`src/rtl/burst_col_pkg.sv`:
```
package burst_col_pkg;
  // Widest burst is 8 beats, so the in-block offset is at most 3 bits.
  localparam int OFS_W = 3;
  localparam int LEN_CODE_W = 3;

  typedef struct packed {
    logic             capture;  // latch start column and ordering
    logic [OFS_W-1:0] beat;     // current beat index
  } strobes_t;

  function automatic logic lenLegal(input logic [LEN_CODE_W-1:0] code);
    return (code == 3'd1) || (code == 3'd2) || (code == 3'd3);
  endfunction

  // Offset mask, which is also the last beat index (BL-1).
  function automatic logic [OFS_W-1:0] lenMask(input logic [LEN_CODE_W-1:0] code);
    logic [OFS_W-1:0] m;
    case (code)
      3'd1:    m = 3'd1;
      3'd2:    m = 3'd3;
      3'd3:    m = 3'd7;
      default: m = 3'd0;
    endcase
    return m;
  endfunction
endpackage

```
`src/rtl/burst_ctrl.sv`:
```
module burst_ctrl
  import burst_col_pkg::*;
(
  input  logic                  clk,
  input  logic                  rstN,
  input  logic [LEN_CODE_W-1:0] lenCode,
  input  logic                  startValid,
  input  logic                  colReady,
  output logic                  colValid,
  output logic                  colLast,
  output logic                  modeErr,
  output strobes_t              strobes
);
  logic             active;
  logic [OFS_W-1:0] beatIdx;
  logic [OFS_W-1:0] lastIdx;
  logic             errQ;
  logic             accept;
  logic             legal;
  logic             atLast;

  assign accept = startValid && !active;
  assign legal  = lenLegal(lenCode);
  assign atLast = (beatIdx == lastIdx);

  always_ff @(posedge clk) begin
    if (!rstN) begin
      active  <= 1'b0;
      beatIdx <= '0;
      lastIdx <= '0;
      errQ    <= 1'b0;
    end else if (accept) begin
      errQ <= !legal;
      if (legal) begin
        active  <= 1'b1;
        beatIdx <= '0;
        lastIdx <= lenMask(lenCode);
      end
    end else if (active && colReady) begin
      if (atLast) begin
        active <= 1'b0;
      end else begin
        beatIdx <= beatIdx + 1'b1;
      end
    end
  end

  assign colValid        = active;
  assign colLast         = active && atLast;
  assign modeErr         = errQ;
  assign strobes.capture = accept && legal;
  assign strobes.beat    = beatIdx;
endmodule

```
`src/rtl/burst_dp.sv`:
```
module burst_dp
  import burst_col_pkg::*;
#(
  parameter int COL_W = 10
) (
  input  logic                  clk,
  input  logic                  rstN,
  input  logic [LEN_CODE_W-1:0] lenCode,
  input  logic                  orderBit,
  input  logic [COL_W-1:0]      startCol,
  input  strobes_t              strobes,
  output logic [COL_W-1:0]      colAddr
);
  localparam int HI_W = COL_W - OFS_W;

  logic [COL_W-1:0] baseCol;
  logic             interleave;
  logic [OFS_W-1:0] mask;
  logic [OFS_W-1:0] startOfs;
  logic [OFS_W-1:0] seqOfs;
  logic [OFS_W-1:0] xorOfs;
  logic [OFS_W-1:0] beatOfs;

  always_ff @(posedge clk) begin
    if (!rstN) begin
      baseCol    <= '0;
      interleave <= 1'b0;
      mask       <= '0;
    end else if (strobes.capture) begin
      baseCol    <= startCol;
      interleave <= orderBit;
      mask       <= lenMask(lenCode);
    end
  end

  assign startOfs = baseCol[OFS_W-1:0];
  assign seqOfs   = (startOfs + strobes.beat) & mask;
  assign xorOfs   = (startOfs ^ strobes.beat) & mask;
  assign beatOfs  = interleave ? xorOfs : seqOfs;

  generate
    if (HI_W > 0) begin : g_hi
      assign colAddr = {baseCol[COL_W-1:OFS_W], (startOfs & ~mask) | beatOfs};
    end else begin : g_nohi
      assign colAddr = (startOfs & ~mask) | beatOfs;
    end
  endgenerate
endmodule

```
`src/rtl/burst_col_gen.sv`:
```
module burst_col_gen
  import burst_col_pkg::*;
#(
  parameter int COL_W = 10
) (
  input  logic             clk,
  input  logic             rstN,
  input  logic [3:0]       modeWord,
  input  logic             startValid,
  input  logic [COL_W-1:0] startCol,
  input  logic             colReady,
  output logic             colValid,
  output logic [COL_W-1:0] colAddr,
  output logic             colLast,
  output logic             modeErr
);
  strobes_t strobes;

  burst_ctrl u_ctrl (
    .clk        (clk),
    .rstN       (rstN),
    .lenCode    (modeWord[2:0]),
    .startValid (startValid),
    .colReady   (colReady),
    .colValid   (colValid),
    .colLast    (colLast),
    .modeErr    (modeErr),
    .strobes    (strobes)
  );

  burst_dp #(.COL_W(COL_W)) u_dp (
    .clk      (clk),
    .rstN     (rstN),
    .lenCode  (modeWord[2:0]),
    .orderBit (modeWord[3]),
    .startCol (startCol),
    .strobes  (strobes),
    .colAddr  (colAddr)
  );
endmodule

```
`config.mk`:
```
export PLATFORM = sky130hd
export DESIGN_NAME = burst_col_gen
export DESIGN_NICKNAME = d
export VERILOG_FILES = /design/src/rtl/burst_col_pkg.sv /design/src/rtl/burst_ctrl.sv /design/src/rtl/burst_dp.sv /design/src/rtl/burst_col_gen.sv
export SDC_FILE = /design/constraint.sdc
export NUM_CORES = 1
export LEC_CHECK = 0
export ABC_AREA = 1
export CORE_MARGIN = 2
export CORE_UTILIZATION = 49
export CTS_CLUSTER_SIZE = 24
export DETAILED_ROUTE_END_ITERATION = 10
export GPL_ROUTABILITY_DRIVEN = 0
export GPL_TIMING_DRIVEN = 0
export PLACE_DENSITY = 0.94
export SYNTH_ARGS = -nofsm -noshare
export SYNTH_HDL_FRONTEND = slang
export SYNTH_SLANG_ARGS = --single-unit
```
`constraint.sdc`:
```
create_clock -name clk -period 2.9 [get_ports clk]
set_clock_uncertainty 0.2 [all_clocks]
set_input_delay 0.29 -clock clk [delete_from_list [all_inputs] [get_ports clk]]
set_output_delay 0.29 -clock clk [all_outputs]
set_load 0.01 [all_outputs]
```
# After elaboration in Yosys (flattened, before gate mapping)
# Index checks and enable logic that the tools add are counted.
# Widths: inputs -> output; s select.
# op_classes
add_sub_neg,2
eq_ne,6
mux,10
n_bitwise,6
reduce_logical,13
# op_table
op,count
$mux 3,5
$and 3x3->3,3
$pmux 3 s3,1
$eq 3x2->1 const B,2
$reduce_and 3->1,2
$logic_and 1x1->1,4
$mux 1,4
$reduce_bool 2->1,2
$add 3x1->3 const B,1
$add 3x3->3,1
$eq 3x1->1 const B,1
$eq 3x3->1,1
$not 3->3,1
$or 3x3->3,1
$xor 3x3->3,1
$logic_not 1->1,2
$logic_or 1x1->1,2
$ne 2x1->1 const B,1
$ne 2x2->1 const B,1
$reduce_and 2->1,1
# word_totals
reg_bits,22
in_bits,18
out_inout_bits,13

# Depth between registers and ports, before layout
# Gate-level depths: netlist (run 1).
# depth
word_depth,5
ltp_mapped,8
mapped_depth_nobuf,8

# By module
# Synthesis (run 1) repeated with hierarchy kept, for this count alone.
# hier_totals
cells_unflattened,153
area_unflattened_um2,1151.1
# modules_own_cells
mod,n_inst,cells_each,area_per_inst_um2,seq_area_each_um2
burst_dp,1,91,720.7,280.3
burst_ctrl,1,62,430.4,160.2

# Least setup slack after synthesis (run 1)
# No wires, ideal clock.
# synth_path
path_kind,register -> output
startpoint,register u_ctrl.beatIdx[0]
endpoint,output colAddr[2]
t_arrival_ps,1435
required_time_ps,2410
path_slack_ps,975
stages_incl_launch_ff,8
cell_sequence,dfxtp_1 ha_1 inv_1 fa_1 nor2_1 a21oi_1 o21ai_0 xor2_1
# synth_via
elab_chain_len,4
# synth_lines
element,line_no,text
start: declaration,burst_ctrl.sv:15,logic [OFS_W-1:0] beatIdx;
start signal: assignment,burst_ctrl.sv:43,beatIdx <= beatIdx + 1'b1;
$add 3x3->3,burst_dp.sv:37,assign seqOfs = (startOfs + strobes.beat) & mask;
$and 3x3->3,burst_dp.sv:37,
$mux 3,burst_dp.sv:39,assign beatOfs = interleave ? xorOfs : seqOfs;
$or 3x3->3,burst_dp.sv:43,"assign colAddr = {baseCol[COL_W-1:OFS_W], (startOfs & ~mask) | beatOfs};"
end: declaration,burst_col_gen.sv:13,"output logic [COL_W-1:0] colAddr,"
# No other way between the ends.

# Final worst setup path (run 1)
# layout_path
startpoint,register u_ctrl.beatIdx[0]
endpoint,output colAddr[1]
# Same word-level chain as after synthesis.

==> run metrics, run 1 <==
Max Slew Vio Count 0; CP arrival 2.20 ns; Mapped Nets roughly 160; dpl cell area 0.00134 mm²; CP max FO 4; Via Count 958; Layout Nets 191; fin crit period 2.69 ns; Finish-stage setup viols 0; Rows 16; critical path required time ~2.4 ns; global-route wire length before repair 3.37 mm; CTS Sinks 19; synth-to-layout area growth 36.6%; Cell Area, Synth 0.00101 mm²; Reg power frac between 50% and 60%; total wire length 2.11 mm; WP buf/inv 2; R2R Setup Slk 1.42 ns; total number of yosys warnings 0; top layer in use met4; Initial Utilization a little over 50%; Clk network pwr share between 20% and 30%; layout cell share with drive strength beyond 1 14.3%; most used cell, CP o21ai_0; antenna viol nets, final 0; Power Density 424 mW/mm²; CP Cell Sequence ha_1 > inv_1 > fa_1 > a21oi_1 > o21ai_0 > o21ai_0 > clkdlybuf4s50_1; Synth cell types 21; Hold Path Origin u_dp.baseCol[9]; gr usage total 17.8%; metal3 WL 85 µm; net switching power 0.171 mW; die area 0.00243 mm²; Logic pwr share 26.3%; cell-internal power 0.413 mW; DRC violations left 0; RSZ-0062 raised after global routing no; top cells by area, synth dfxtp_1 38%, a21oi_1 9.5%, inv_1 8.6%; routed wl met2 1.09 mm; hold worst-path end u_dp.baseCol[9]; Core ar. 0.00194 mm²; Hold Crit Depth 2; crit path kind reg2out; DIE HEIGHT between 40 and 50 µm; crit path max-delay cell type clkdlybuf4s50_1; max-capacitance violation count 0; M1 wire length just under 900 µm; Startpoint Class flip-flop; critical path depth 7; commonest cells in the synthesized netlist 23 x inv_1, 23 x nand2_1, 19 x a21oi_1, 19 x dfxtp_1, 12 x o21ai_0; RR Startpoint u_ctrl.colValid; CTS max path bufs 2; via/cell ratio 4.91; fin util 70.7%; worst-margin pin slew 0.550 ns; Post-synth ARST share 0%; cts hold-fix bufs 0; Seq cells post-synth 19; port bufs 30; Worst Hold Class reg2reg; CTS tree built; Antenna Cells 0; CTS buffer count 3; reg2reg path depth 8; Worst path top cell family by delay buffers and inverters; global route overflow 0; largest net degree at the start of global routing 12; Seq/Total Area, Yosys a little under two fifths; status completed; Iteration-0 DRC Markers 19; Rel. slew slack 63.3%; CTS H-tree depth 1; period utilisation layout between 90 and 100%; share of the synthesized area in the top cell type between 30% and 40%; setup TNS 0 ns; CP Capture Type output pin; Fin. Hold Viols 0; vias in the first global route 839; Top FF cell, synth dfxtp_1; cell area after layout 0.00137 mm²; DP HPWL 1.63 mm; Ports 31; setup bufs post-CTS 0; Worst R2R End u_ctrl.beatIdx[0]; DR WL/cell 10.8 µm; Sw Ratio 29.2%; Die W 49.3 µm; Worst-path clk slew 0.11 ns; CTS root buf clkbuf_4; worst-skew pair later-pin latency 0.30 ns; Achievable Freq approximately 0.37 GHz; area leader, netlist dfxtp_1; syn_area_per_cell 7.51 µm²; Max VDD drop 373 µV; crit-path max cell delay 0.56 ns; number of synthesized flops with an enable pin 0; DRT Pass-1 Iters 5; initial antenna violation count 0; Lkg Pwr 0.579 nW; Mapped Cells ~130
sequential cells by signal, summed over array words and instances, names as in the netlist:
| register | flops |
|---|---|
| u_ctrl.modeErr | 1 |
| u_ctrl.colValid | 1 |
| u_dp.mask | 3 |
| u_dp.interleave | 1 |
| u_ctrl.beatIdx | 3 |
| u_dp.baseCol | 10 |
how the worst max path moves through the flow:
stage | slack [ns] | to | from
5_1_grt | 0.07 | colAddr[1] | u_ctrl.beatIdx[0]
4_1_cts | 0.02 | colAddr[2] | u_ctrl.beatIdx[0]
2_1_floorplan | 0.97 | colAddr[2] | u_ctrl.beatIdx[0]
6_report | 0.21 | colAddr[1] | u_ctrl.beatIdx[0]
3_3_place_gp | 0.39 | colAddr[2] | u_ctrl.beatIdx[0]
3_5_place_dp | 0.37 | colAddr[2] | u_ctrl.beatIdx[0]
cell families after synthesis:
| family | count (synthesis) | share of synthesized area (%) |
|---|---|---|
| AOI/OAI and AO/OA | 37 | 20.6 |
| and+or+nand+nor | 37 | 15.8 |
| buffers and inverters | 35 | 18.3 |
| DFF | 19 | 37.8 |
| adders and majority gates | 4 | 5.72 |
| xor gates and xnor gates | 2 | 1.74 |
layout by cell type, fill, tap and decap left out, types with 2 or more instances in the layout:
cell	n
a21oi_1	19
buf_6	2
inv_1	23
nand3_1	4
ha_1	3
clkbuf_4	3
dfxtp_1	18
nor2_1	5
nand4_1	2
buf_4	7
o21ai_0	12
o21ai_2	5
clkdlybuf4s50_1	29
nand2_1	23
repair_timing:
action                                  CTS  global route
pin swaps                                 0             0
endpoints found under the setup margin    1             1
gates resized for setup                   2             1
hold endpoints to repair                  0             0
worst register-to-register path: cells and delay by family, from the launching register on:
family,cells,cell delay [ns]
and+or+nand+nor,6,0.67
DFF,1,0.39
buffers and inverters,2,0.16
per-layer routing:
| layer | vias to the layer above | global-route usage (%) |
|---|---|---|
| met5 | - | 0 |
| met4 | 0 | 8.57 |
| met3 | 4 | 1.84 |
| met2 | 28 | 32.7 |
| met1 | 438 | 20.2 |
| li1 | 488 | - |
metrics by stage:
step                hold WS, ns  power (mW)  setup slack, ns  cells
floorplan                 0.223       0.383            0.975    134
global placement          0.233       0.444            0.388    191
detailed placement        0.239       0.451            0.369    191
CTS                       0.256       0.584           0.0166    195
global route              0.280       0.611           0.0720    195
finish                    0.252       0.583            0.212    195
power groups by stage:
stage               logic [mW]  clock network, mW  registers, mW
CTS                      0.155              0.137          0.292
detailed placement       0.154                  0          0.297
finish                   0.153              0.138          0.292
global placement         0.148                  0          0.297
floorplan               0.0877                  0          0.296
global route             0.169              0.147          0.295
final cells by class:
class                           instances  area, µm²
Tap cell                               27       33.8
Sequential cell                        19        382
Buffer                                 11       93.8
Clock buffer                            3       22.5
Timing Repair Buffer                   30        303
Multi-Input combinational cell         80        444
Inverter                               24       90.1
Fill cell                             153        568
Clock inverter                          1       5.00
No activity file was read; power rests on OpenSTA's default activity.
==> run 2: changes to the inputs <==
- SETUP_SLACK_MARGIN: not set -> 0.15
==> run 2 against run 1 <==
Net effect: non-clock buffer count stayed put; combinational power is essentially flat; global-route usage is the same; highest routed layer unchanged.
==> run metrics, run 2 (synthesis gave the netlist of run 1 again) <==
Worst-path clk slew ~0.11 ns; CP arrival 2.13 ns; Hold WS 0.252 ns; status completed; Fillers approximately 160; Startpoint Class flip-flop; placed cell count 191; total chip power roughly 0.58 mW; largest net degree at the start of global routing 12; RSZ-0062 raised after global routing no; crit path kind reg2out; hold worst-path end u_dp.baseCol[9]; max-capacitance violation count 0; DP HPWL 1.63 mm; critical path required time 2.41 ns; DRT Pass-1 Iters 5; CP Capture Type output pin; port bufs 30; worst-margin pin slew 0.550 ns; CTS buffer count 3; CP Cell Sequence ha_1 > inv_1 > fa_1 > nor2_2 > a21oi_1 > o21ai_0 > xor2_1 > dlygate4sd2_1; Rows 16; synth-to-layout area growth 36.4%; Iteration-0 DRC Markers 19; crit path max-delay cell type fa_1; worst-skew pair later-pin latency approximately 0.3 ns; CP max FO 4; Lkg Pwr 0.583 nW; Rel. slew slack a little over three fifths; DRC violations left 0; DIE HEIGHT 49.3 µm; Power Density 424 mW/mm²; Finish-stage setup viols 0; RR Startpoint u_ctrl.colValid; max FFs per register 10; antenna viol nets, final 0; gr usage total 17.8%; CTS max path bufs 2; final cell count without fillers between 150 and 200; via/cell ratio just under 5; CTS tree built; setup TNS 0 ns; die area ~0.0024 mm²; layout cell share with drive strength beyond 1 between 10% and 20%; period utilisation layout 90.2%; Worst Hold Class reg2reg; Ports 31; initial antenna violation count 0; Die W 49.3 µm; Core ar. 0.00194 mm²; total wire length between 2 and 2.5 mm; Max Slew Vio Count 0; Hold Path Origin u_dp.baseCol[9]; reg2reg path depth 8; commonest cells after routing, fill and taps aside 28 x clkdlybuf4s50_1, 23 x inv_1, 23 x nand2_1, 19 x a21oi_1, 18 x dfxtp_1; Fin. Hold Viols 0; commonest non-fill, non-tap cell in the layout clkdlybuf4s50_1; cell area after layout 0.00137 mm²; fin crit period 2.62 ns; crit-path max cell delay 0.41 ns; vias in the first global route 839; Top reg by flops u_dp.baseCol; DR WL/cell approximately 11 µm; Achievable Freq 0.382 GHz; global-route wire length before repair 3.37 mm; CTS Sinks 19; R2R Setup Slk 1.42 ns; Antenna Cells 0; Worst R2R End u_ctrl.beatIdx[0]; global route overflow 0; CTS root buf clkbuf_4; biggest regs u_dp.baseCol (10), u_ctrl.beatIdx (3), u_dp.mask (3); CTS H-tree depth 1; Initial Utilization between 50 and 60%; Layout Nets 191; dpl cell area 0.00134 mm²; Hold Crit Depth 2; Via Count between 900 and 1000; Max VDD drop about 370 µV
run 2: changes by cell type in the layout (fill, tap and decap cells not counted), sizes merged:
| cell | previous run | this run |
|---|---|---|
| clkdlybuf4s50 | 29 | 28 |
| dlygate4sd2 | 0 | 1 |
run 2: worst max-delay path by stage:
stage                     cells past startpoint  slack, ns               from    endpoint
after floorplan                               7       0.97  u_ctrl.beatIdx[0]  colAddr[2]
after global placement                        8       0.39  u_ctrl.beatIdx[0]  colAddr[2]
after detailed placement                      8       0.37  u_ctrl.beatIdx[0]  colAddr[2]
after CTS                                     7       0.20  u_ctrl.beatIdx[0]  colAddr[1]
after global routing                          8       0.17  u_ctrl.beatIdx[0]  colAddr[2]
final                                         8       0.28  u_ctrl.beatIdx[0]  colAddr[2]
run 2: through the flow:
stage               setup slack, ns  utilization [%]
floorplan                     0.975                -
global placement              0.388             69.0
detailed placement            0.369             69.0
CTS                           0.205             70.6
global route                  0.167             70.7
finish                        0.285             70.7
run 2: where the power goes:
group / leakage [nW] / internal (mW) / switching, mW
sequential: 0.156 / 0.279 / 0.0125
combinational: 0.409 / 0.0811 / 0.0714
clock: 0.0177 / 0.0514 / 0.0867
total: 0.583 / 0.412 / 0.171
run 2: cell type report:
| type | instances | area [µm²] | area share [%] |
|---|---|---|---|
| plain buffers | 11 | 93.8 | 6.84 |
| flip-flops and latches | 19 | 382 | 27.8 |
| inverters | 24 | 90.1 | 6.56 |
| multi-input cells | 80 | 444 | 32.4 |
| well taps | 27 | 33.8 | 2.46 |
| clock buffers | 3 | 22.5 | 1.64 |
| repair buffers | 30 | 302 | 22.0 |
| clock inverters | 1 | 5.00 | 0.365 |
run 2: what timing repair did:
item,CTS,global route
hold buffers,0,0
buffers inserted,0,0
gates resized for setup,3,1
setup endpoints to repair,1,1
run 2: routing by layer:
layer  vias to the layer above  routed length [µm]  track usage [%]
li1                        488                   -                -
met1                       440                 896             20.2
met2                        28                1090             32.7
met3                         4                  82             1.84
met4                         0                  44             8.57
met5                         -                   0                0
run 2: critical path: cells and delay by family (launching register included):
family	cells	cell delay, ns
buf+inv	2	0.33
simple gates	1	0.13
compound gates	2	0.23
xor+xnor	1	0.19
flops	1	0.38
fa+ha+maj	2	0.56
